File: config.mk
export PLATFORM = sky130hd
export DESIGN_NAME = memtrace_classifier
export DESIGN_NICKNAME = d
export VERILOG_FILES = /design/src/rtl/memtrace_pkg.sv /design/src/rtl/memtrace_ctrl.sv /design/src/rtl/memtrace_dp.sv /design/src/rtl/memtrace_classifier.sv
export SDC_FILE = /design/constraint.sdc
export NUM_CORES = 1
export LEC_CHECK = 0
export BUFFER_PORTS_ARGS = -buffer_cell sky130_fd_sc_hd__buf_4
export CAP_MARGIN = 5
export CORE_AREA = 2 2 519 521
export CTS_BUF_LIST = sky130_fd_sc_hd__clkbuf_4 sky130_fd_sc_hd__clkbuf_8
export CTS_CLUSTER_DIAMETER = 60
export DETAILED_ROUTE_END_ITERATION = 10
export DIE_AREA = 0 0 521 523
export SLEW_MARGIN = 20
export SYNTH_ARGS = -nofsm -noshare
export SYNTH_HDL_FRONTEND = slang
export SYNTH_SLANG_ARGS = --single-unit
File: constraint.sdc
create_clock -name clk -period 4 [get_ports clk]
set_input_delay 0.2 -clock clk [delete_from_list [all_inputs] [get_ports clk]]
set_output_delay 0.2 -clock clk [all_outputs]
set_load 0.005 [all_outputs]
File: src/rtl/memtrace_pkg.sv
package memtrace_pkg;

  typedef enum logic [1:0] {
    KIND_READ   = 2'd0,
    KIND_WIDE   = 2'd1,
    KIND_NARROW = 2'd2,
    KIND_ERR    = 2'd3
  } evKind_e;

  // Strobes handed from control to datapath
  typedef struct packed {
    logic    fire;
    evKind_e kind;
  } ctrlStrobe_t;

endpackage

File: src/rtl/memtrace_ctrl.sv
module memtrace_ctrl
  import memtrace_pkg::*;
#(
  parameter int DATA_W = 256,
  parameter int LANE_W = 32,
  localparam int LANES = DATA_W / LANE_W,
  localparam int LIDX_W = (LANES > 1) ? $clog2(LANES) : 1
) (
  input  logic              clk,
  input  logic              rst,
  input  logic              reqValid,
  input  logic              reqWrite,
  input  logic              rdValid,
  input  logic [DATA_W-1:0] wrMask,
  output ctrlStrobe_t       strobe,
  output logic [LIDX_W-1:0] laneIdx
);

  logic [LANES-1:0] laneFull;
  logic [LANES-1:0] laneEmpty;
  logic             allFull;
  logic             singleLane;

  // Per-lane reduction of the bit mask
  for (genvar g = 0; g < LANES; g++) begin : gLane
    assign laneFull[g]  = &wrMask[g*LANE_W +: LANE_W];
    assign laneEmpty[g] = ~|wrMask[g*LANE_W +: LANE_W];
  end

  assign allFull    = &laneFull;
  assign singleLane = ($countones(laneFull) == 1) && (&(laneFull | laneEmpty));

  // Encode the index of the set lane
  always_comb begin
    laneIdx = '0;
    for (int i = 0; i < LANES; i++) begin
      if (laneFull[i]) laneIdx = LIDX_W'(i);
    end
  end

  always_comb begin
    strobe.fire = 1'b0;
    strobe.kind = KIND_READ;
    if (reqValid) begin
      if (!reqWrite) begin
        strobe.fire = rdValid;
        strobe.kind = KIND_READ;
      end else begin
        strobe.fire = 1'b1;
        if (allFull)         strobe.kind = KIND_WIDE;
        else if (singleLane) strobe.kind = KIND_NARROW;
        else                 strobe.kind = KIND_ERR;
      end
    end
  end


  narrow_onehot_chk: assert property (@(posedge clk) disable iff (rst)
    (strobe.fire && strobe.kind == KIND_NARROW && LANES > 1) |-> $onehot(laneFull));


  err_not_full_chk: assert property (@(posedge clk) disable iff (rst)
    (strobe.fire && strobe.kind == KIND_ERR) |-> !(&laneFull));

endmodule

File: src/rtl/memtrace_dp.sv
module memtrace_dp
  import memtrace_pkg::*;
#(
  parameter int DATA_W = 256,
  parameter int LANE_W = 32,
  parameter int ADDR_W = 32,
  localparam int LANES = DATA_W / LANE_W,
  localparam int LIDX_W = (LANES > 1) ? $clog2(LANES) : 1
) (
  input  logic              clk,
  input  logic              rst,
  input  ctrlStrobe_t       strobe,
  input  logic [LIDX_W-1:0] laneIdx,
  input  logic [ADDR_W-1:0] reqAddr,
  input  logic [DATA_W-1:0] wrData,
  input  logic [DATA_W-1:0] wrMask,
  input  logic [DATA_W-1:0] rdData,
  output logic              evValid,
  output logic [1:0]        evKind,
  output logic [ADDR_W-1:0] evAddr,
  output logic [DATA_W-1:0] evData,
  output logic [DATA_W-1:0] evMask
);

  localparam int WIDE_SH = $clog2(DATA_W / 8);
  localparam int LANE_SH = $clog2(LANE_W / 8);
  localparam logic [ADDR_W-1:0] WIDE_LOW = ADDR_W'((64'd1 << WIDE_SH) - 64'd1);

  logic [ADDR_W-1:0] baseAddr;
  logic [ADDR_W-1:0] laneAddr;
  logic [LANE_W-1:0] laneData;
  logic [ADDR_W-1:0] nAddr;
  logic [DATA_W-1:0] nData;
  logic [DATA_W-1:0] nMask;

  assign baseAddr = reqAddr & ~WIDE_LOW;
  assign laneAddr = baseAddr | (ADDR_W'(laneIdx) << LANE_SH);

  always_comb begin
    laneData = '0;
    for (int i = 0; i < LANES; i++) begin
      if (laneIdx == LIDX_W'(i)) laneData = wrData[i*LANE_W +: LANE_W];
    end
  end

  always_comb begin
    nAddr = baseAddr;
    nData = wrData;
    nMask = '0;
    unique case (strobe.kind)
      KIND_READ:   nData = rdData;
      KIND_WIDE:   nData = wrData;
      KIND_NARROW: begin
        nAddr = laneAddr;
        nData = DATA_W'(laneData);
      end
      KIND_ERR:    nMask = wrMask;
      default:     nMask = '0;
    endcase
  end

  always_ff @(posedge clk) begin
    if (rst || !strobe.fire) begin
      evValid <= 1'b0;
      evKind  <= 2'd0;
      evAddr  <= '0;
      evData  <= '0;
      evMask  <= '0;
    end else begin
      evValid <= 1'b1;
      evKind  <= strobe.kind;
      evAddr  <= nAddr;
      evData  <= nData;
      evMask  <= nMask;
    end
  end


  idle_zero_chk: assert property (@(posedge clk) disable iff (rst)
    !evValid |-> (evKind == 2'd0 && evAddr == '0 && evData == '0 && evMask == '0));


  read_aligned_chk: assert property (@(posedge clk) disable iff (rst)
    (evValid && evKind == 2'd0) |-> ((evAddr & WIDE_LOW) == '0 && evMask == '0));


  narrow_upper_zero_chk: assert property (@(posedge clk) disable iff (rst)
    (evValid && evKind == 2'd2) |-> ((evData >> LANE_W) == '0));

endmodule

File: src/rtl/memtrace_classifier.sv
module memtrace_classifier
  import memtrace_pkg::*;
#(
  parameter int DATA_W = 256,
  parameter int LANE_W = 32,
  parameter int ADDR_W = 32
) (
  input  logic              clk,
  input  logic              rst,
  input  logic              reqValid,
  input  logic              reqWrite,
  input  logic [ADDR_W-1:0] reqAddr,
  input  logic [DATA_W-1:0] wrData,
  input  logic [DATA_W-1:0] wrMask,
  input  logic              rdValid,
  input  logic [DATA_W-1:0] rdData,
  output logic              evValid,
  output logic [1:0]        evKind,
  output logic [ADDR_W-1:0] evAddr,
  output logic [DATA_W-1:0] evData,
  output logic [DATA_W-1:0] evMask
);

  localparam int LANES  = DATA_W / LANE_W;
  localparam int LIDX_W = (LANES > 1) ? $clog2(LANES) : 1;

  ctrlStrobe_t       strobe;
  logic [LIDX_W-1:0] laneIdx;

  memtrace_ctrl #(.DATA_W(DATA_W), .LANE_W(LANE_W)) uCtrl (
    .clk      (clk),
    .rst      (rst),
    .reqValid (reqValid),
    .reqWrite (reqWrite),
    .rdValid  (rdValid),
    .wrMask   (wrMask),
    .strobe   (strobe),
    .laneIdx  (laneIdx)
  );

  memtrace_dp #(.DATA_W(DATA_W), .LANE_W(LANE_W), .ADDR_W(ADDR_W)) uDp (
    .clk     (clk),
    .rst     (rst),
    .strobe  (strobe),
    .laneIdx (laneIdx),
    .reqAddr (reqAddr),
    .wrData  (wrData),
    .wrMask  (wrMask),
    .rdData  (rdData),
    .evValid (evValid),
    .evKind  (evKind),
    .evAddr  (evAddr),
    .evData  (evData),
    .evMask  (evMask)
  );


  ev_follows_req_chk: assert property (@(posedge clk) disable iff (rst)
    evValid |-> $past(reqValid));


  wide_mask_chk: assert property (@(posedge clk) disable iff (rst)
    (evValid && evKind == 2'd1) |-> ((&$past(wrMask)) && evMask == '0));


  err_mask_chk: assert property (@(posedge clk) disable iff (rst)
    (evValid && evKind == 2'd3) |-> (evMask == $past(wrMask) && evData == $past(wrData)));


  no_read_data_chk: assert property (@(posedge clk) disable iff (rst)
    (reqValid && !reqWrite && !rdValid) |=> !evValid);

endmodule

Yosys cells after proc, flatten, opt, wreduce, memory -nomap -nowiden
Index checks and enable logic that the tools add are counted.
{"block": "totals", "ff_bits": 547, "in_bits": 805, "out_inout_bits": 547, "elab_cells": 82}
{"block": "classes", "addsub": 7, "eq_ne": 10, "n_mux": 22, "bitwise_logic": 4, "reduce_logical": 33}
{"operator": "$pmux W256 S2", "n": 1}
{"operator": "$mux W32", "n": 9}
{"operator": "$reduce_and A256 Y1", "n": 1}
{"operator": "$reduce_and A32 Y1", "n": 8}
{"operator": "$reduce_or A32 Y1", "n": 8}
{"operator": "$add A32 B32 Y32", "n": 3}
{"operator": "$eq A32 B2 Y1 const B", "n": 1}
{"operator": "$or A32 B5 Y32", "n": 1}
{"operator": "$mux W3", "n": 6}
{"operator": "$eq A3 B3 Y1 const B", "n": 4}
{"operator": "$logic_not A1 Y1", "n": 9}
{"operator": "$add A1 B1 Y2", "n": 4}
{"operator": "$or A8 B8 Y8", "n": 1}
{"operator": "$reduce_and A8 Y1", "n": 1}
{"operator": "$eq A3 B2 Y1 const B", "n": 2}
{"operator": "$mux W2", "n": 3}
{"operator": "$eq A2 B2 Y1 const B", "n": 2}
{"operator": "$reduce_or A2 Y1", "n": 2}
{"operator": "$eq A3 B1 Y1 const B", "n": 1}
{"operator": "$logic_not A3 Y1", "n": 1}
{"operator": "$mux W1", "n": 3}
{"operator": "$logic_not A2 Y1", "n": 1}
{"operator": "$not A1 Y1", "n": 2}
{"operator": "$logic_and A1 B1 Y1", "n": 1}
{"operator": "$logic_or A1 B1 Y1", "n": 1}

Logic depth before layout (Yosys ltp)
{"block": "depth", "word_depth": 18, "depth_mapped": 19, "depth_no_buf": 17}

By module
A second synthesis with hierarchy kept.
{"block": "unflattened", "hier_cells": 1877, "hier_area_um2": 20111.8}
{"module": "memtrace_dp", "instances": 1, "cells_each": 1659, "area_each_um2": 18710.4}
{"module": "memtrace_ctrl", "instances": 1, "cells_each": 218, "area_each_um2": 1401.3}

Worst setup path before layout
Ideal clock, no wire load.
{"block": "synth_timing", "path_type": "input-to-reg", "start": "input wrMask[86]", "end": "register uDp.evData[100]", "setup_time_ps": 117, "t_arrival_ps": 4343, "slack_ps": -460, "path_stages": 19, "n_path_buf": 3, "path_cell_list": "nand4_1 > or4_1 > or2_1 > inv_2 > ha_1 > inv_1 > fa_1 > inv_1 > fa_1 > ha_1 > fa_1 > nor4b_1 > o211a_1 > a41oi_1 > and2_1 > buf_6 > buf_6 > buf_2 > a22o_1"}
{"block": "synth_via", "elab_chain_len": 12, "word_cells_on_any_way": 18, "classes_between": "add/sub (3); eq/ne (2); mux (5); bitwise (1); reduce/logical (7)"}
{"item": "start, declared", "line_no": "memtrace_classifier.sv:14", "source": "input logic [DATA_W-1:0] wrMask,"}
{"item": "$reduce_and A32 Y1", "line_no": "memtrace_ctrl.sv:26", "source": "assign laneFull[g] = &wrMask[g*LANE_W +: LANE_W];"}
{"item": "$add A1 B1 Y2 (implied by the code)", "line_no": "memtrace_ctrl.sv:31", "source": "assign singleLane = ($countones(laneFull) == 1) && (&(laneFull | laneEmpty));"}
{"item": "$add A32 B32 Y32 (implied by the code) (2 in series)", "line_no": "memtrace_ctrl.sv:31"}
{"item": "$eq A32 B2 Y1", "line_no": "memtrace_ctrl.sv:31"}
{"item": "$logic_and A1 B1 Y1", "line_no": "memtrace_ctrl.sv:31"}
{"item": "$mux W1", "line_no": "memtrace_ctrl.sv:51", "source": "else if (singleLane) strobe.kind = KIND_NARROW;"}
{"item": "$mux W2 (*)", "line_no": "memtrace_ctrl.sv:50", "source": "if (allFull) strobe.kind = KIND_WIDE;"}
{"item": "$mux W3 (*)", "line_no": "memtrace_ctrl.sv:45", "source": "if (!reqWrite) begin"}
{"item": "$mux W3 (*)", "line_no": "memtrace_ctrl.sv:44", "source": "if (reqValid) begin"}
{"item": "$eq A2 B2 Y1 / $logic_not A2 Y1 (equally long branches)", "line_no": "memtrace_dp.sv:50", "source": "unique case (strobe.kind)"}
{"item": "$pmux W256 S2 (*)", "line_no": "memtrace_dp.sv:50"}
{"item": "end signal, assigned", "line_no": "memtrace_dp.sv:73", "source": "evData <= nData;"}
{"item": "end, declared", "line_no": "memtrace_dp.sv:21", "source": "output logic [DATA_W-1:0] evData,"}
Mark *: on every way between the ends. The rest lies on a longest branch, timed or not.
A chain may end at the register's enable or synchronous reset.

Worst setup path after layout
{"block": "layout_timing", "start": "input wrMask[149]", "end": "register uDp.evMask[205]"}
{"block": "layout_via", "elab_chain_len": 13, "word_cells_on_any_way": 18, "classes_between": "add/sub (3); eq/ne (2); mux (4); bitwise (2); reduce/logical (7)"}
{"item": "$reduce_and A32 Y1", "line_no": "memtrace_ctrl.sv:26"}
{"item": "$add A1 B1 Y2 (implied by the code)", "line_no": "memtrace_ctrl.sv:31"}
{"item": "$add A32 B32 Y32 (implied by the code) (2 in series)", "line_no": "memtrace_ctrl.sv:31"}
{"item": "$eq A32 B2 Y1", "line_no": "memtrace_ctrl.sv:31"}
{"item": "$logic_and A1 B1 Y1", "line_no": "memtrace_ctrl.sv:31"}
{"item": "$mux W1", "line_no": "memtrace_ctrl.sv:51"}
{"item": "$mux W2 (*)", "line_no": "memtrace_ctrl.sv:50"}
{"item": "$mux W3 (*)", "line_no": "memtrace_ctrl.sv:45"}
{"item": "$mux W3 (*)", "line_no": "memtrace_ctrl.sv:44"}
{"item": "$eq A2 B2 Y1 (*)", "line_no": "memtrace_dp.sv:50"}
{"item": "$not A1 Y1 (no source line) (*)"}
{"item": "$reduce_or A2 Y1 (no source line) (*)"}
{"item": "end signal, assigned", "line_no": "memtrace_dp.sv:74", "source": "evMask <= nMask;"}
{"item": "end, declared", "line_no": "memtrace_dp.sv:22", "source": "output logic [DATA_W-1:0] evMask"}
Marks and branches as above.

==> flow_metrics.env <==
export IMPL_status="finished, violations left"
export IMPL_violations="negative setup slack"
export IMPL_synth_area_per_cell_sq_um=10.27
export IMPL_clockBufferDepth=4
export IMPL_max_freq_mhz=247.3
export IMPL_ys_top_cells_by_area="dfxtp_1 (57%), a22o_1 (11%), and3_1 (8.3%)"
export IMPL_critical_path_max_stage_delay_ns=0.54
export IMPL_cp_depth=20
export IMPL_crit_end="uDp.evMask[205]$_SDFF_PP0_"
export IMPL_vdd_drop_max_uv=230.9
export IMPL_layout_commonest_cell="buf_4"
export IMPL_worstMarginPinSlew_ns=0.9970
export IMPL_gp_congestion=0.9422
export IMPL_synth_edf_count=0
export IMPL_port_buffer_count=1344
export IMPL_avgRoutedWirePerCell_um=30.30
export IMPL_cts_sinks=545
export IMPL_crit_type="input pin to flip-flop"
export IMPL_ios=1352
export IMPL_dp_slack_ns=-1.358
export IMPL_rsz0062_at_grt="true"
export IMPL_ys_flop_type="dfxtp_1"
export IMPL_final_hold_viol_count=0
export IMPL_tns_ns=-1.006
export IMPL_maxCapViolCount=0
export IMPL_slew_viol_final=0
export IMPL_grt_pass1_vias=30270
export IMPL_ys_warn_count=0
export IMPL_crit_path_end_kind="flip-flop"
export IMPL_dpl_hpwl_um=212400
export IMPL_crit_arrival_ns=4.86
export IMPL_synth_seq_cells=545
export IMPL_viasPerCell=3.513
export IMPL_hold_class="input pin to flip-flop"
export IMPL_die_w_um=521
export IMPL_holdPathStages=3
export IMPL_design_die_area_sq_um=272500
export IMPL_fp_coreArea_sq_um=267000
export IMPL_grtUsageMet1=0.1788
export IMPL_crit_path_top_delay_cell="or4_4"
export IMPL_wirelength_um=252400
export IMPL_synth_top_area_share=0.5658
export IMPL_path_cells="buf_4 -> nand4_1 -> or4_4 -> buf_4 -> nor2_4 -> ha_4 -> inv_1 -> fa_1 -> inv_1 -> fa_1 -> ha_2 -> fa_1 -> nor4b_2 -> o211a_1 -> buf_4 -> nand4_1 -> buf_4 -> buf_12 -> buf_12 -> and3_1"
export IMPL_worst_ep_required_time_ns=4.81
export IMPL_critPathLaunchType="input pin"
export IMPL_path_max_fanout=38
export IMPL_grt_antenna_before_repair=273
export IMPL_layout_common_cells="buf_4 (1673), dlygate4sd3_1 (1023), dfxtp_1 (545), and3_1 (256), a22o_1 (252)"
export IMPL_rows=190
export IMPL_ys_seq_area_frac=0.5658
export IMPL_grt_use_total=0.1760
export IMPL_p_clk_frac=0.441
export IMPL_post_synth_inst_count=1877
export IMPL_async_flop_share=0
export IMPL_crit_family="adder cells"
export IMPL_comb_power_share=0.193
export IMPL_drive_gt1_frac=0.4245
export IMPL_numCtsBuffers=112
export IMPL_cts_tree="yes"
export IMPL_grt_pass1_wl_um=311100
export IMPL_max_slew_margin=0.3354
export IMPL_seq_power_share=0.366
export IMPL_power_density_nw_per_um2=312.3
export IMPL_whs_ns=0.07717
export IMPL_synthToLayoutAreaGrowth_pct=158.9
export IMPL_syn_area_sq_um=19280
export IMPL_ant_nets=0
export IMPL_switchingPower_w=0.004360
export IMPL_critPathBufInv=8
export IMPL_htree_levels=3
export IMPL_first_iter_violations=1938
export IMPL_initial_core_util=0.07224
export IMPL_fin_ws_ns=-0.04450
export IMPL_dr_pass1_iters=5
export IMPL_p_sw_frac=0.2797
export IMPL_vias=29267
export IMPL_synth_distinct_cells=47
export IMPL_setup_violations=85
export IMPL_root_buffer="clkbuf_8"
export IMPL_drc=0
export IMPL_use_met3=0.07206
export IMPL_synth_top_area_cell="dfxtp_1"
export IMPL_p_int_w=0.01123
export IMPL_cp_startpoint="wrMask[149]"
export IMPL_finalWorstPathRequiredPeriod_ns=4.044
export IMPL_die_y_um=523
export IMPL_cts_clk_slew_worst_paths_ns=0.06
export IMPL_period_share=1.011
export IMPL_gr_usage_met2=0.3048
export IMPL_top_usage_layer="met2"
export IMPL_cp_common_cell="buf_4"
export IMPL_leakage_nw=22.44
export IMPL_fin_nets=5387
export IMPL_grt_overflow=0
export IMPL_grt_max_degree=73
==> through the flow <==
step           instance area [sq um]  utilization  total power, W  instances
2_1_floorplan                  19700            -        0.006118       1878
3_3_place_gp                   36500       0.1367        0.007784       6975
5_1_grt                        49780       0.1865         0.01618       8273
3_5_place_dp                   36500       0.1367        0.007796       6975
4_1_cts                        49380       0.1850         0.01581       8204
6_report                       49930       0.1870         0.01559       8331
==> cell type report <==
type	count	area, sq um
Antenna cell	119	297.8
Clock buffer	158	2031
Clock inverter	46	528.0
Fill cell	29417	217000
Inverter	16	67.56
Multi-Input combinational cell	1154	7933
Sequential cell	545	10910
Tap cell	3552	4444
Timing Repair Buffer	2741	23720
==> tightest hold or removal path: stages <==
cell           delay [ns]
dlygate4sd3_1        0.54
buf_4                0.12
a22o_1               0.11
==> cells in the mapped netlist, types with 8 or more instances <==
library cell / number
a22o_1: 252
nand3_1: 59
nor4_1: 78
clkbuf_1: 129
and2_1: 32
a21oi_1: 13
or3_1: 57
dfxtp_1: 545
nand4_1: 82
buf_2: 25
o221ai_1: 28
a31oi_1: 29
nand2_1: 162
o31ai_1: 28
inv_1: 13
and3_1: 256
ha_1: 8
nor2_1: 17
==> logic make-up after synthesis <==
| logic type | count (synthesis) | share of synthesized area |
|---|---|---|
| fa+ha+maj | 12 | 0.009343 |
| simple gates | 760 | 0.2203 |
| mux | 4 | 0.002076 |
| other cells | 1 | 0.0001945 |
| buf+inv | 179 | 0.03958 |
| compound gates | 376 | 0.1627 |
| flops | 545 | 0.5658 |
==> state kept, by name (all words and copies together), names as in the netlist <==
| signal | count |
|---|---|
| uDp.evMask | 256 |
| uDp.evValid | 1 |
| uDp.evAddr | 30 |
| uDp.evData | 256 |
| uDp.evKind | 2 |
==> power by group through the flow <==
stage,registers [W],logic [W],clock network [W]
floorplan,0.00582,0.000300,0
global placement,0.00583,0.00196,0
detailed placement,0.00582,0.00197,0
CTS,0.00571,0.00300,0.00710
global route,0.00572,0.00314,0.00731
finish,0.00571,0.00300,0.00687
==> routing by layer <==
metal	vias to the layer above	wire length, um
li1	12616	-
met1	13863	88860
met2	1890	123000
met3	718	23850
met4	180	15560
met5	-	1189
==> worst min-delay path by stage <==
stage,start,endpoint
finish,wrData[147],uDp.evData[147]$_SDFF_PN0_
global route,wrData[147],uDp.evData[147]$_SDFF_PN0_
CTS,wrMask[155],uDp.evMask[155]$_SDFF_PP0_
detailed placement,reqAddr[31],uDp.evAddr[31]$_SDFF_PN0_
global placement,reqAddr[22],uDp.evAddr[22]$_SDFF_PN0_
floorplan,reqAddr[10],uDp.evAddr[10]$_SDFF_PN0_
==> timing repair <==
| item | 4_1_cts | 5_1_grt |
|---|---|---|
| hold buffers | 1023 | 0 |
| pin swaps | 1 | 8 |
| hold endpoints to repair | 540 | 0 |
| resized for setup | 7 | 29 |
| buffers inserted | 2 | 4 |
| endpoints found under the setup margin | 297 | 473 |
| gates cloned | 0 | 4 |
Note: power is estimated with default switching activity, not from simulation.
